[config.mk]
export PLATFORM = sky130hd
export DESIGN_NAME = dma_flyby_ctrl
export DESIGN_NICKNAME = d
export VERILOG_FILES = /design/src/rtl/dma_flyby_pkg.sv /design/src/rtl/dma_flyby_regs.sv /design/src/rtl/dma_flyby_seq.sv /design/src/rtl/dma_flyby_ctrl.sv
export SDC_FILE = /design/constraint.sdc
export NUM_CORES = 1
export LEC_CHECK = 0
export CELL_PAD_IN_SITES_DETAIL_PLACEMENT = 1
export CELL_PAD_IN_SITES_GLOBAL_PLACEMENT = 1
export CORE_AREA = 2 2 108 79
export CTS_CLUSTER_SIZE = 14
export DETAILED_ROUTE_END_ITERATION = 16
export DIE_AREA = 0 0 110 81
export PLACE_DENSITY = 0.81
export REMOVE_ABC_BUFFERS = 1
export SKIP_CTS_REPAIR_TIMING = 1
export SLEW_MARGIN = 10
export SYNTH_ARGS = -nofsm -noshare
export SYNTH_HDL_FRONTEND = slang
export SYNTH_SLANG_ARGS = --single-unit
[constraint.sdc]
create_clock -name clk_i -period 1.7 [get_ports clk_i]
set_input_delay 0.17 -clock clk_i [delete_from_list [all_inputs] [get_ports clk_i]]
set_output_delay 0.17 -clock clk_i [all_outputs]
set_load 0.03 [all_outputs]
[src/rtl/dma_flyby_pkg.sv]
package dma_flyby_pkg;

  typedef enum logic [2:0] {
    ST_IDLE,
    ST_REQ_HOLD,
    ST_WAIT_HLDA,
    ST_XFER,
    ST_NEXT,
    ST_RELEASE
  } seq_state_e;

  typedef enum logic [1:0] {
    SEL_ADDR  = 2'd0,
    SEL_COUNT = 2'd1,
    SEL_MASK  = 2'd2,
    SEL_NONE  = 2'd3
  } cfg_sel_e;

endpackage

[src/rtl/dma_flyby_regs.sv]
module dma_flyby_regs
  import dma_flyby_pkg::*;
#(
  parameter int ADDR_W  = 20,
  parameter int CNT_W   = 16,
  parameter int WDATA_W = 20
) (
  input  logic               clk_i,
  input  logic               rst_ni,
  input  logic               we_i,
  input  cfg_sel_e           sel_i,
  input  logic [WDATA_W-1:0] wdata_i,
  input  logic               busy_i,
  input  logic               step_i,
  output logic [ADDR_W-1:0]  addr_o,
  output logic               mask_o,
  output logic               cnt_zero_o
);

  logic [ADDR_W-1:0] addr_q;
  logic [CNT_W-1:0]  cnt_q;
  logic              mask_q;

  always_ff @(posedge clk_i or negedge rst_ni) begin
    if (!rst_ni) begin
      addr_q <= '0;
      cnt_q  <= '0;
    end else if (step_i) begin
      addr_q <= addr_q + ADDR_W'(1);
      cnt_q  <= cnt_q - CNT_W'(1);
    end else if (we_i && !busy_i) begin
      if (sel_i == SEL_ADDR)  addr_q <= wdata_i[ADDR_W-1:0];
      if (sel_i == SEL_COUNT) cnt_q  <= wdata_i[CNT_W-1:0];
    end
  end

  // mask stays writable during a burst so software can cut it short
  always_ff @(posedge clk_i or negedge rst_ni) begin
    if (!rst_ni)                         mask_q <= 1'b1;
    else if (we_i && sel_i == SEL_MASK)  mask_q <= wdata_i[0];
  end

  assign addr_o     = addr_q;
  assign mask_o     = mask_q;
  assign cnt_zero_o = (cnt_q == '0);

endmodule

[src/rtl/dma_flyby_seq.sv]
module dma_flyby_seq
  import dma_flyby_pkg::*;
#(
  parameter int XFER_CYC = 2
) (
  input  logic       clk_i,
  input  logic       rst_ni,
  input  logic       req_ok_i,
  input  logic       hold_ack_i,
  input  logic       cnt_zero_i,
  output seq_state_e state_o,
  output logic       step_o,
  output logic       tc_o
);

  localparam int BW = (XFER_CYC > 1) ? $clog2(XFER_CYC) : 1;
  localparam logic [BW-1:0] LAST_BEAT = BW'(XFER_CYC - 1);

  seq_state_e state_q, state_d;
  logic [BW-1:0] beat_q, beat_d;
  logic tc_q, tc_d;

  always_comb begin
    state_d = state_q;
    beat_d  = beat_q;
    case (state_q)
      ST_IDLE:      if (req_ok_i) state_d = ST_REQ_HOLD;
      ST_REQ_HOLD:  state_d = ST_WAIT_HLDA;
      ST_WAIT_HLDA: if (hold_ack_i) begin
                      state_d = ST_XFER;
                      beat_d  = '0;
                    end
      ST_XFER:      if (beat_q == LAST_BEAT) state_d = ST_NEXT;
                    else beat_d = beat_q + BW'(1);
      ST_NEXT:      if (cnt_zero_i || !req_ok_i) state_d = ST_RELEASE;
                    else begin
                      state_d = ST_XFER;
                      beat_d  = '0;
                    end
      ST_RELEASE:   state_d = ST_IDLE;
      default:      state_d = ST_IDLE;
    endcase
  end

  // count wraps on the step taken in ST_NEXT; flag it for the release cycle
  assign tc_d = (state_q == ST_NEXT) && cnt_zero_i;

  always_ff @(posedge clk_i or negedge rst_ni) begin
    if (!rst_ni) begin
      state_q <= ST_IDLE;
      beat_q  <= '0;
      tc_q    <= 1'b0;
    end else begin
      state_q <= state_d;
      beat_q  <= beat_d;
      tc_q    <= tc_d;
    end
  end

  assign state_o = state_q;
  assign step_o  = (state_q == ST_NEXT);
  assign tc_o    = tc_q;

endmodule

[src/rtl/dma_flyby_ctrl.sv]
module dma_flyby_ctrl
  import dma_flyby_pkg::*;
#(
  parameter int ADDR_W   = 20,
  parameter int CNT_W    = 16,
  parameter int WDATA_W  = 20,
  parameter int XFER_CYC = 2
) (
  input  logic               clk_i,
  input  logic               rst_ni,
  input  logic               cfg_we_i,
  input  logic [1:0]         cfg_sel_i,
  input  logic [WDATA_W-1:0] cfg_wdata_i,
  input  logic               dreq_i,
  output logic               dack_o,
  output logic               hold_req_o,
  input  logic               hold_ack_i,
  output logic               bus_en_o,
  output logic [ADDR_W-1:0]  mem_addr_o,
  output logic               mem_wr_o,
  output logic               io_rd_o,
  output logic               tc_o
);

  seq_state_e        state;
  logic              step, cnt_zero, mask, req_ok, busy, strobe;
  logic [ADDR_W-1:0] addr;

  assign req_ok = dreq_i && !mask;
  assign busy   = (state != ST_IDLE);

  dma_flyby_regs #(
    .ADDR_W (ADDR_W),
    .CNT_W  (CNT_W),
    .WDATA_W(WDATA_W)
  ) u_regs (
    .clk_i     (clk_i),
    .rst_ni    (rst_ni),
    .we_i      (cfg_we_i),
    .sel_i     (cfg_sel_e'(cfg_sel_i)),
    .wdata_i   (cfg_wdata_i),
    .busy_i    (busy),
    .step_i    (step),
    .addr_o    (addr),
    .mask_o    (mask),
    .cnt_zero_o(cnt_zero)
  );

  dma_flyby_seq #(
    .XFER_CYC(XFER_CYC)
  ) u_seq (
    .clk_i     (clk_i),
    .rst_ni    (rst_ni),
    .req_ok_i  (req_ok),
    .hold_ack_i(hold_ack_i),
    .cnt_zero_i(cnt_zero),
    .state_o   (state),
    .step_o    (step),
    .tc_o      (tc_o)
  );

  assign strobe     = (state == ST_XFER);
  assign hold_req_o = busy;
  assign bus_en_o   = (state == ST_XFER) || (state == ST_NEXT);
  assign dack_o     = strobe;
  assign mem_wr_o   = strobe;
  assign io_rd_o    = strobe;
  assign mem_addr_o = bus_en_o ? addr : '0;

endmodule

; After elaboration in Yosys (flattened, before gate mapping)
; Cells that the tools add are included.
[word_totals]
register_bits = 42
output_inout_bits = 26
wordCells = 56
[classes]
addsub = 3
eq_ne = 10
muxes = 16
reduce_logical = 21
[op_table]
columns = op, count
row1 = 20-bit 2-to-1 mux, 4
row2 = 16-bit 2-to-1 mux, 3
row3 = "20-bit by 1-bit adder with 20-bit output, second input constant", 1
row4 = 16-bit zero test, 1
row5 = "16-bit by 1-bit subtractor with 16-bit output, second input constant", 1
row6 = 3-bit one-hot mux with 5 select lines, 1
row7 = 3-bit 2-to-1 mux, 4
row8 = "3-bit by 2-bit == test with 1-bit output, second input constant", 2
row9 = 3-bit AND reduction, 2
row10 = 2-bit nonzero test, 3
row11 = 3-bit nonzero test, 2
row12 = 1-bit logical AND, 4
row13 = "2-bit by 1-bit inequality test with 1-bit output, second input constant", 2
row14 = "2-bit inequality test, second input constant", 2
row15 = 2-bit AND reduction, 2
row16 = "3-bit by 1-bit == test with 1-bit output, second input constant", 1
row17 = "3-bit == test, second input constant", 1
row18 = 1-bit zero test, 3
row19 = 3-bit zero test, 1
row20 = 1-bit 2-to-1 mux, 3
row21 = 1-bit one-hot mux with 3 select lines, 1
row22 = "2-bit by 1-bit == test with 1-bit output, second input constant", 1
row23 = "2-bit == test, second input constant", 1
row24 = 2-bit zero test, 1
row25 = 2 further kinds, 3

; Logic depth before layout (Yosys ltp)
; Gate-level depths: netlist of the first run.
[depth]
ltp_word = 6
ltp_mapped = 8
ltp_nobuf = 6

; Modules after synthesis
; From an unflattened synthesis of the first run, not the netlist that was laid out.
[hier_totals]
hier_cells = 318
hier_area_um2 = 2921.6
[modules_own_cells]
columns = module, area_per_inst_um2, n_inst, cells_each, seq_area_each_um2
row1 = dma_flyby_regs, 2363.5, 1, 260, 927.1
row2 = dma_flyby_ctrl, 309.0, 1, 32, 0.0
row3 = dma_flyby_seq, 249.0, 1, 26, 125.1

; Worst setup path after synthesis of the first run
; OpenSTA, ideal clock, no wires.
[synth_path]
path_kind = reg2out
from = register u_seq.state_q[0], in the netlist u_seq.state_o[0]
to = output mem_addr_o[8]
setup_slack_ns = -0.269
arrival_ns = 1.799
path_stages_with_launch = 6
cell_sequence = dfrtp_1 buf_2 or3b_1 clkbuf_1 clkbuf_1 a21oi_1
[synth_via]
elab_chain_cells = 3
word_cells_on_any_way = 4
[synth_rtl]
columns = item, line
row1 = start: declaration, dma_flyby_seq.sv:19  ; seq_state_e state_q, state_d;
row2 = start signal: assignment, dma_flyby_seq.sv:54  ; state_q <= state_d;
row3 = 3-bit by 2-bit == test with 1-bit output or 3-bit == test (tied branches), dma_flyby_ctrl.sv:64  ; assign bus_en_o = (state == ST_XFER) || (state == ST_NEXT);
row4 = 1-bit logical OR (*), dma_flyby_ctrl.sv:64
row5 = 20-bit 2-to-1 mux (*), dma_flyby_ctrl.sv:68  ; assign mem_addr_o = bus_en_o ? addr : '0;
row6 = end: declaration, dma_flyby_ctrl.sv:19  ; output logic [ADDR_W-1:0] mem_addr_o,
; Every way passes the cells marked *; elsewhere a longest branch is shown, timed or not.

; Worst setup path after layout of the first run
[layout_path]
from = register u_seq.state_q[0], in the netlist u_seq.state_o[0]
to = output mem_addr_o[4]
; The elaborated chain is that of the path after synthesis.

==> flow_summary_export.csv, run 1 <==
group,metric,value,unit
finish,layout.nets,437,
drt,finalWirelength,9499,um
synth,netlist_top_cells_area,"dfrtp_1, o21ai_0, and2_1",
worst_setup_path,worstPathMaxFanout,20,
synth,synthFlopType,"dfrtp_1",
outcome,violations,"setup timing",
global_route,grt_max_degree,43,
worst_setup_path,startpoint_type,"flop",
place,dp_slack,-0.2642,ns
clock_tree,cts_buffers,5,
sta,max-slew-margin-rel,0.6072,
floorplan,coreArea,8023,sq um
synth,ys_warn_count,0,
drt,ant_nets,0,
sta,period_share,1.118,
worst_setup_path,cpPeakStageDelay,0.45,ns
floorplan,die_area,8910,sq um
worst_setup_path,crit_family,"simple AND/OR/NAND/NOR gates",
worst_hold_path,hold_depth,3,
pwr,p_per_area,1722,nW/um^2
drt,drt-initial-drc-count,122,
clock_tree,cts_tree,"built",
drt,vias_per_cell,5.655,
floorplan,fp.dieW,110,um
sta,worst_slew_pin_slew,0.5892,ns
synth,synth-async-reset-ratio,1.000,
floorplan,rows,28,
drt,via_count,2901,
worst_setup_path,critPathBufInv,2,
synth,syn_area_per_cell,8.348,sq um
pwr,combPwrFrac,0.590,
worst_hold_path,min_from,"cfg_wdata_i[18]",
sta,rsz0062_at_grt,"true",
worst_setup_path,crit_chain,"or3b_4, nand2_2, buf_12, and2_1, buf_6",
worst_setup_path,critPathRequiredTime,1.53,ns
flow_run,drv_cap,0,
global_route,grt-ovfl-total,0,
pwr,internal_power,0.003571,W
clock_tree,cts_max_level,2,
place,place_congestion,0.8559,
worst_hold_path,worstHoldEndpoint,"u_regs.addr_o[18]",
pwr,seq_power_share,0.302,
pwr,p_leak,1.626,nW
synth,netlist.area_leader.share,0.3952,
clock_tree,cts-root-buf,"clkbuf_8",
worst_setup_path,r2r_slack,-0.11,ns
floorplan,die_h,81,um
pwr,fin_total_pwr,0.006519,W
outcome,status,"complete, but fails checks",
global_route,antenna_found_initial,0,
synth,yosysSeqAreaShare,0.4053,
floorplan,start_util,0.3236,
pwr,power_frac_clock,0.108,
place,port_buffers,52,
worst_setup_path,path_class,"flop to output port",
pwr,peakVddDrop,886.2,uV
worst_setup_path,worstPathArrival,1.73,ns
finish,antenna_cells,0,
global_route,grt_pass1_wl,14640,um
sta,worst_slack,-0.2013,ns
worst_hold_path,min_path_type,"input port to flop",
worst_setup_path,worst_setup_path_end_kind,"output port",
synth,netlist_area,2596,sq um
floorplan,io_pins,53,
sta,slew_viol_final,0,
clock_tree,cts_max_path_buffers,2,
clock_tree,clk_latency,0.30,ns
synth,yosys.area.top_type,"dfrtp_1",
clock_tree,clkSlewWorstSetupHoldPaths,0.09,ns
place,hpwl,7014,um
finish,layout-drive-gt1-share,0.2770,
synth,synth_cell_types,52,
global_route,grt_pass1_vias,2834,
pwr,switchingPower,0.002948,W
worst_setup_path,slowest_stage,"dfrtp_2",
worst_setup_path,reg2reg_to,"u_regs.addr_o[14]",
worst_setup_path,reg2reg_from,"u_seq.state_o[0]",
synth,synth_edf_count,0,
worst_setup_path,reg2reg_depth,6,
synth,ys_ff_latch,42,
global_route,grtUsageTotal,0.2129,
clock_tree,cts_sinks,42,
drt,wl_per_cell,18.52,um
drt,first_pass_iters,4,
drt,drc,0,
pwr,swShare,0.4522,
sta,whs,0.4531,ns
sta,hold_viol,0,
sta,setup_viol,40,
finish,syn_to_final_growth,45.83,%
sta,worst_clock_skew,0.009608,ns
sta,max_freq,526.0,MHz
sta,period_minus_slack,1.901,ns
worst_setup_path,startpoint,"u_seq.state_o[0]",
synth,synthCells,311,
power groups by stage:
stage,combinational (W),sequential [W],clock [W]
2_1_floorplan,0.00188,0.00190,0
3_3_place_gp,0.00332,0.00191,0
3_5_place_dp,0.00346,0.00195,0
4_1_cts,0.00347,0.00195,0.000711
5_1_grt,0.00418,0.00206,0.000760
6_report,0.00385,0.00197,0.000703
worst max-delay path by stage:
stage / end / cells after the start
5_1_grt: mem_addr_o[5] / 5
3_3_place_gp: u_regs.addr_o[16] / 8
4_1_cts: hold_req_o / 2
3_5_place_dp: u_regs.addr_o[19] / 8
6_report: mem_addr_o[4] / 5
2_1_floorplan: u_regs.cnt_q[13] / 5
synth_stat cells (7+ instances only):
master,count
o21ai_0,26
inv_1,7
and2_1,19
a21oi_1,20
nand3_1,20
buf_2,7
o22ai_1,9
nor2_1,30
dfrtp_1,41
clkbuf_1,11
nand2_1,29
a22oi_1,7
registers in the layout, indices dropped and copies added (netlist names):
| register | count |
|---|---|
| u_seq.state_o | 3 |
| u_regs.cnt_q | 16 |
| u_seq.beat_q | 1 |
| u_regs.mask_o | 1 |
| u_regs.addr_o | 20 |
| u_seq.tc_o | 1 |
cell type report:
type	count	area, sq um
fill	961	4237
multi-input combinational	242	1494
sequential	42	1055
timing repair buffer	109	988.4
tap	105	131.4
clock buffer	7	86.33
inverter	7	26.28
clock inverter	1	5.005
stage by stage:
stage	TNS, ns	utilization	instance area (sq um)	cells
2_1_floorplan	-24.34	-	2505	291
3_3_place_gp	-2.393	0.4353	3492	498
3_5_place_dp	-3.845	0.4353	3492	498
4_1_cts	-7.770	0.4467	3583	506
5_1_grt	-8.905	0.4719	3786	513
6_report	-4.601	0.4719	3786	513
worst min-delay path, stage by stage:
cell and delay (ns):
clkdlybuf4s50_1 0.41, nand2_1 0.06, nand3_1 0.07
layer usage:
metal	share of wire	GRT usage	vias to the layer above
li1	-	-	1340
met1	0.45	0.2997	1439
met2	0.47	0.3429	100
met3	0.058	0.04414	22
met4	0.012	0.03418	0
met5	0	0	-
cell families after synthesis:
logic type               share of synthesized area
AO/OA/AOI/OAI                               0.2467
XOR/XNOR                                  0.003374
adder cells (fa/ha/maj)                    0.01446
buffers and inverters                      0.04530
flip-flops                                  0.4053
multiplexers                              0.008193
AND/OR/NAND/NOR                             0.2766
placed cells by master, fill, tap and decap left out, types with 9 or more instances in the layout:
| master | count |
|---|---|
| buf_4 | 56 |
| buf_6 | 22 |
| nor2_1 | 28 |
| o22ai_1 | 9 |
| o21ai_0 | 25 |
| nand2_1 | 25 |
| nand3_1 | 20 |
| dfrtp_1 | 39 |
| and2_1 | 18 |
| clkdlybuf4s50_1 | 26 |
| a21oi_1 | 19 |
Note: power is estimated with default switching activity, not from simulation.
==> run 2: changes to the inputs <==
--- a/config.mk
+++ b/config.mk
@@ -13,7 +13,9 @@
 export DIE_AREA = 0 0 110 81
 export PLACE_DENSITY = 0.81
 export REMOVE_ABC_BUFFERS = 1
+export SETUP_SLACK_MARGIN = 0.3
 export SKIP_CTS_REPAIR_TIMING = 1
+export SKIP_LAST_GASP = 1
 export SLEW_MARGIN = 10
 export SYNTH_ARGS = -nofsm -noshare
 export SYNTH_HDL_FRONTEND = slang
==> run 2 against run 1 <==
Effect of this change:
- critical path type unchanged
- die area stayed put
- global-route usage did not move
- register-to-register slack got worse by 0.08 ns
- count of clock-buffer cells in the layout did not move
- fmax shrank 2.5%
- largest power group unchanged
- wire length grew 8.8%
- the flow still finishes with violations (setup timing)
==> flow_summary_export.csv, run 2 (synthesis results as in run 1) <==
group,metric,value,unit
worst_setup_path,critPathRequiredTime,1.53,ns
floorplan,fp.dieW,110,um
worst_setup_path,crit_family,"simple AND/OR/NAND/NOR gates",
global_route,grtUsageTotal,0.2129,
drt,ant_nets,0,
worst_setup_path,critPathBufInv,2,
worst_setup_path,startpoint_type,"flop",
sta,max-slew-margin-rel,0.6052,
global_route,grt_pass1_wl,14640,um
pwr,p_leak,1.737,nW
floorplan,rows,28,
sta,max_freq,513.0,MHz
sta,hold_viol,0,
global_route,grt-ovfl-total,0,
place,place_area,3492,sq um
finish,antenna_cells,0,
clock_tree,cts_sinks,42,
worst_setup_path,reg2reg_depth,6,
drt,drt-initial-drc-count,125,
finish,syn_to_final_growth,54.51,%
pwr,fin_total_pwr,0.006996,W
worst_hold_path,hold_depth,3,
drt,first_pass_iters,5,
drt,drc,0,
worst_setup_path,worstPathArrival,1.78,ns
clock_tree,cts_tree,"built",
sta,worst_slew_pin_slew,0.5922,ns
floorplan,start_util,0.3236,
sta,slew_viol_final,0,
worst_setup_path,reg2reg_to,"u_regs.addr_o[14]",
worst_setup_path,r2r_slack,-0.19,ns
clock_tree,clkSlewWorstSetupHoldPaths,0.09,ns
finish,final_util,0.5000,
clock_tree,cts-root-buf,"clkbuf_8",
place,place_congestion,0.8559,
finish,largest_reg_flops,20,
sta,setup_viol,36,
outcome,violations,"setup timing",
pwr,peakVddDrop,835.9,uV
sta,period_minus_slack,1.949,ns
clock_tree,cts_max_level,2,
worst_hold_path,min_from,"cfg_wdata_i[18]",
floorplan,io_pins,53,
global_route,grt_max_degree,43,
drt,finalWirelength,10340,um
drt,wl_per_cell,19.73,um
finish,final_cell_area,4011,sq um
outcome,status,"complete, but fails checks",
global_route,antenna_found_initial,0,
worst_setup_path,path_class,"flop to output port",
place,port_buffers,52,
floorplan,die_h,81,um
finish,final_cell_mix,"buf_4, dfrtp_1, buf_6",
drt,vias_per_cell,5.683,
global_route,grt_pass1_vias,2834,
drt,via_count,2978,
worst_hold_path,min_path_type,"input port to flop",
flow_run,drv_cap,0,
sta,worst_slack,-0.2491,ns
worst_hold_path,worstHoldEndpoint,"u_regs.addr_o[18]",
finish,final_common_cell,"buf_4",
clock_tree,clk_latency,0.30,ns
finish,layout.nets,448,
worst_setup_path,slowest_stage,"dfrtp_1",
sta,worst_clock_skew,0.006016,ns
floorplan,die_area,8910,sq um
worst_setup_path,crit_chain,"or3b_4, nand2_2, buf_12, and2_1, buf_6",
floorplan,coreArea,8023,sq um
sta,whs,0.4526,ns
worst_setup_path,cpPeakStageDelay,0.46,ns
sta,period_share,1.147,
place,hpwl,7014,um
worst_setup_path,worst_setup_path_end_kind,"output port",
worst_setup_path,worstPathMaxFanout,20,
clock_tree,cts_max_path_buffers,2,
clock_tree,cts_buffers,5,
finish,layout-drive-gt1-share,0.3317,
pwr,p_per_area,1744,nW/um^2
worst_setup_path,reg2reg_from,"u_seq.state_o[2]",
finish,n_fill_cell,935,
sta,rsz0062_at_grt,"true",
## run 2: changes by cell type in the layout (fill, tap and decap cells not counted), moves of 2 or more
cell / delta
buf_6: +11
o21a_1: -2
o21ai_0: -5
dfrtp_2: +2
o21ai_1: +2
o21ai_2: +3
buf_4: -2
dfrtp_1: -2
nor2_1: -3
nor2_4: +2
## run 2: worst max-delay path by stage
| stage | from | endpoint | slack (ns) | depth (start not counted) |
|---|---|---|---|---|
| after CTS | u_seq.state_o[0] | hold_req_o | -0.33 | 2 |
| final | u_seq.state_o[2] | mem_addr_o[5] | -0.25 | 5 |
| after global placement | cfg_we_i | u_regs.addr_o[16] | -0.17 | 8 |
| after floorplan | u_seq.state_o[2] | u_regs.cnt_q[13] | -0.71 | 5 |
| after detailed placement | cfg_we_i | u_regs.addr_o[19] | -0.26 | 8 |
| after global routing | u_seq.state_o[2] | mem_addr_o[5] | -0.31 | 5 |
## run 2: per-stage QoR
step	TNS, ns	instances	setup slack [ns]
floorplan	-24.34	291	-0.7059
global placement	-2.393	498	-0.1725
detailed placement	-3.845	498	-0.2642
CTS	-7.770	506	-0.3280
global route	-9.298	524	-0.3117
finish	-5.463	524	-0.2491
## run 2: worst min-delay path: stages
cell and delay, ns:
clkdlybuf4s50_1 0.41, nand2_1 0.06, nand3_1 0.07
## run 2: power breakdown
group	total [W]	switching [W]	internal [W]
registers	0.00198	0.000492	0.00149
clock network	0.000704	0.000375	0.000329
logic	0.00431	0.00229	0.00202
total	0.00700	0.00316	0.00384
## run 2: cell type report
class,instances,area (sq um),share of cell area
Multi-Input combinational cell,242,1563,0.3896
Timing Repair Buffer,120,1140,0.2842
Sequential cell,42,1057,0.2636
Tap cell,105,131.4,0.03275
Clock buffer,7,86.33,0.02152
Inverter,7,28.78,0.007174
Clock inverter,1,5.005,0.001248
## run 2: layer usage
layer / part of all wire / track usage / vias to the layer above
met4: 0.017 / 0.03418 / 0
met5: 0 / 0 / -
met2: 0.49 / 0.3429 / 114
met1: 0.43 / 0.2997 / 1489
li1: - / - / 1361
met3: 0.064 / 0.04414 / 14
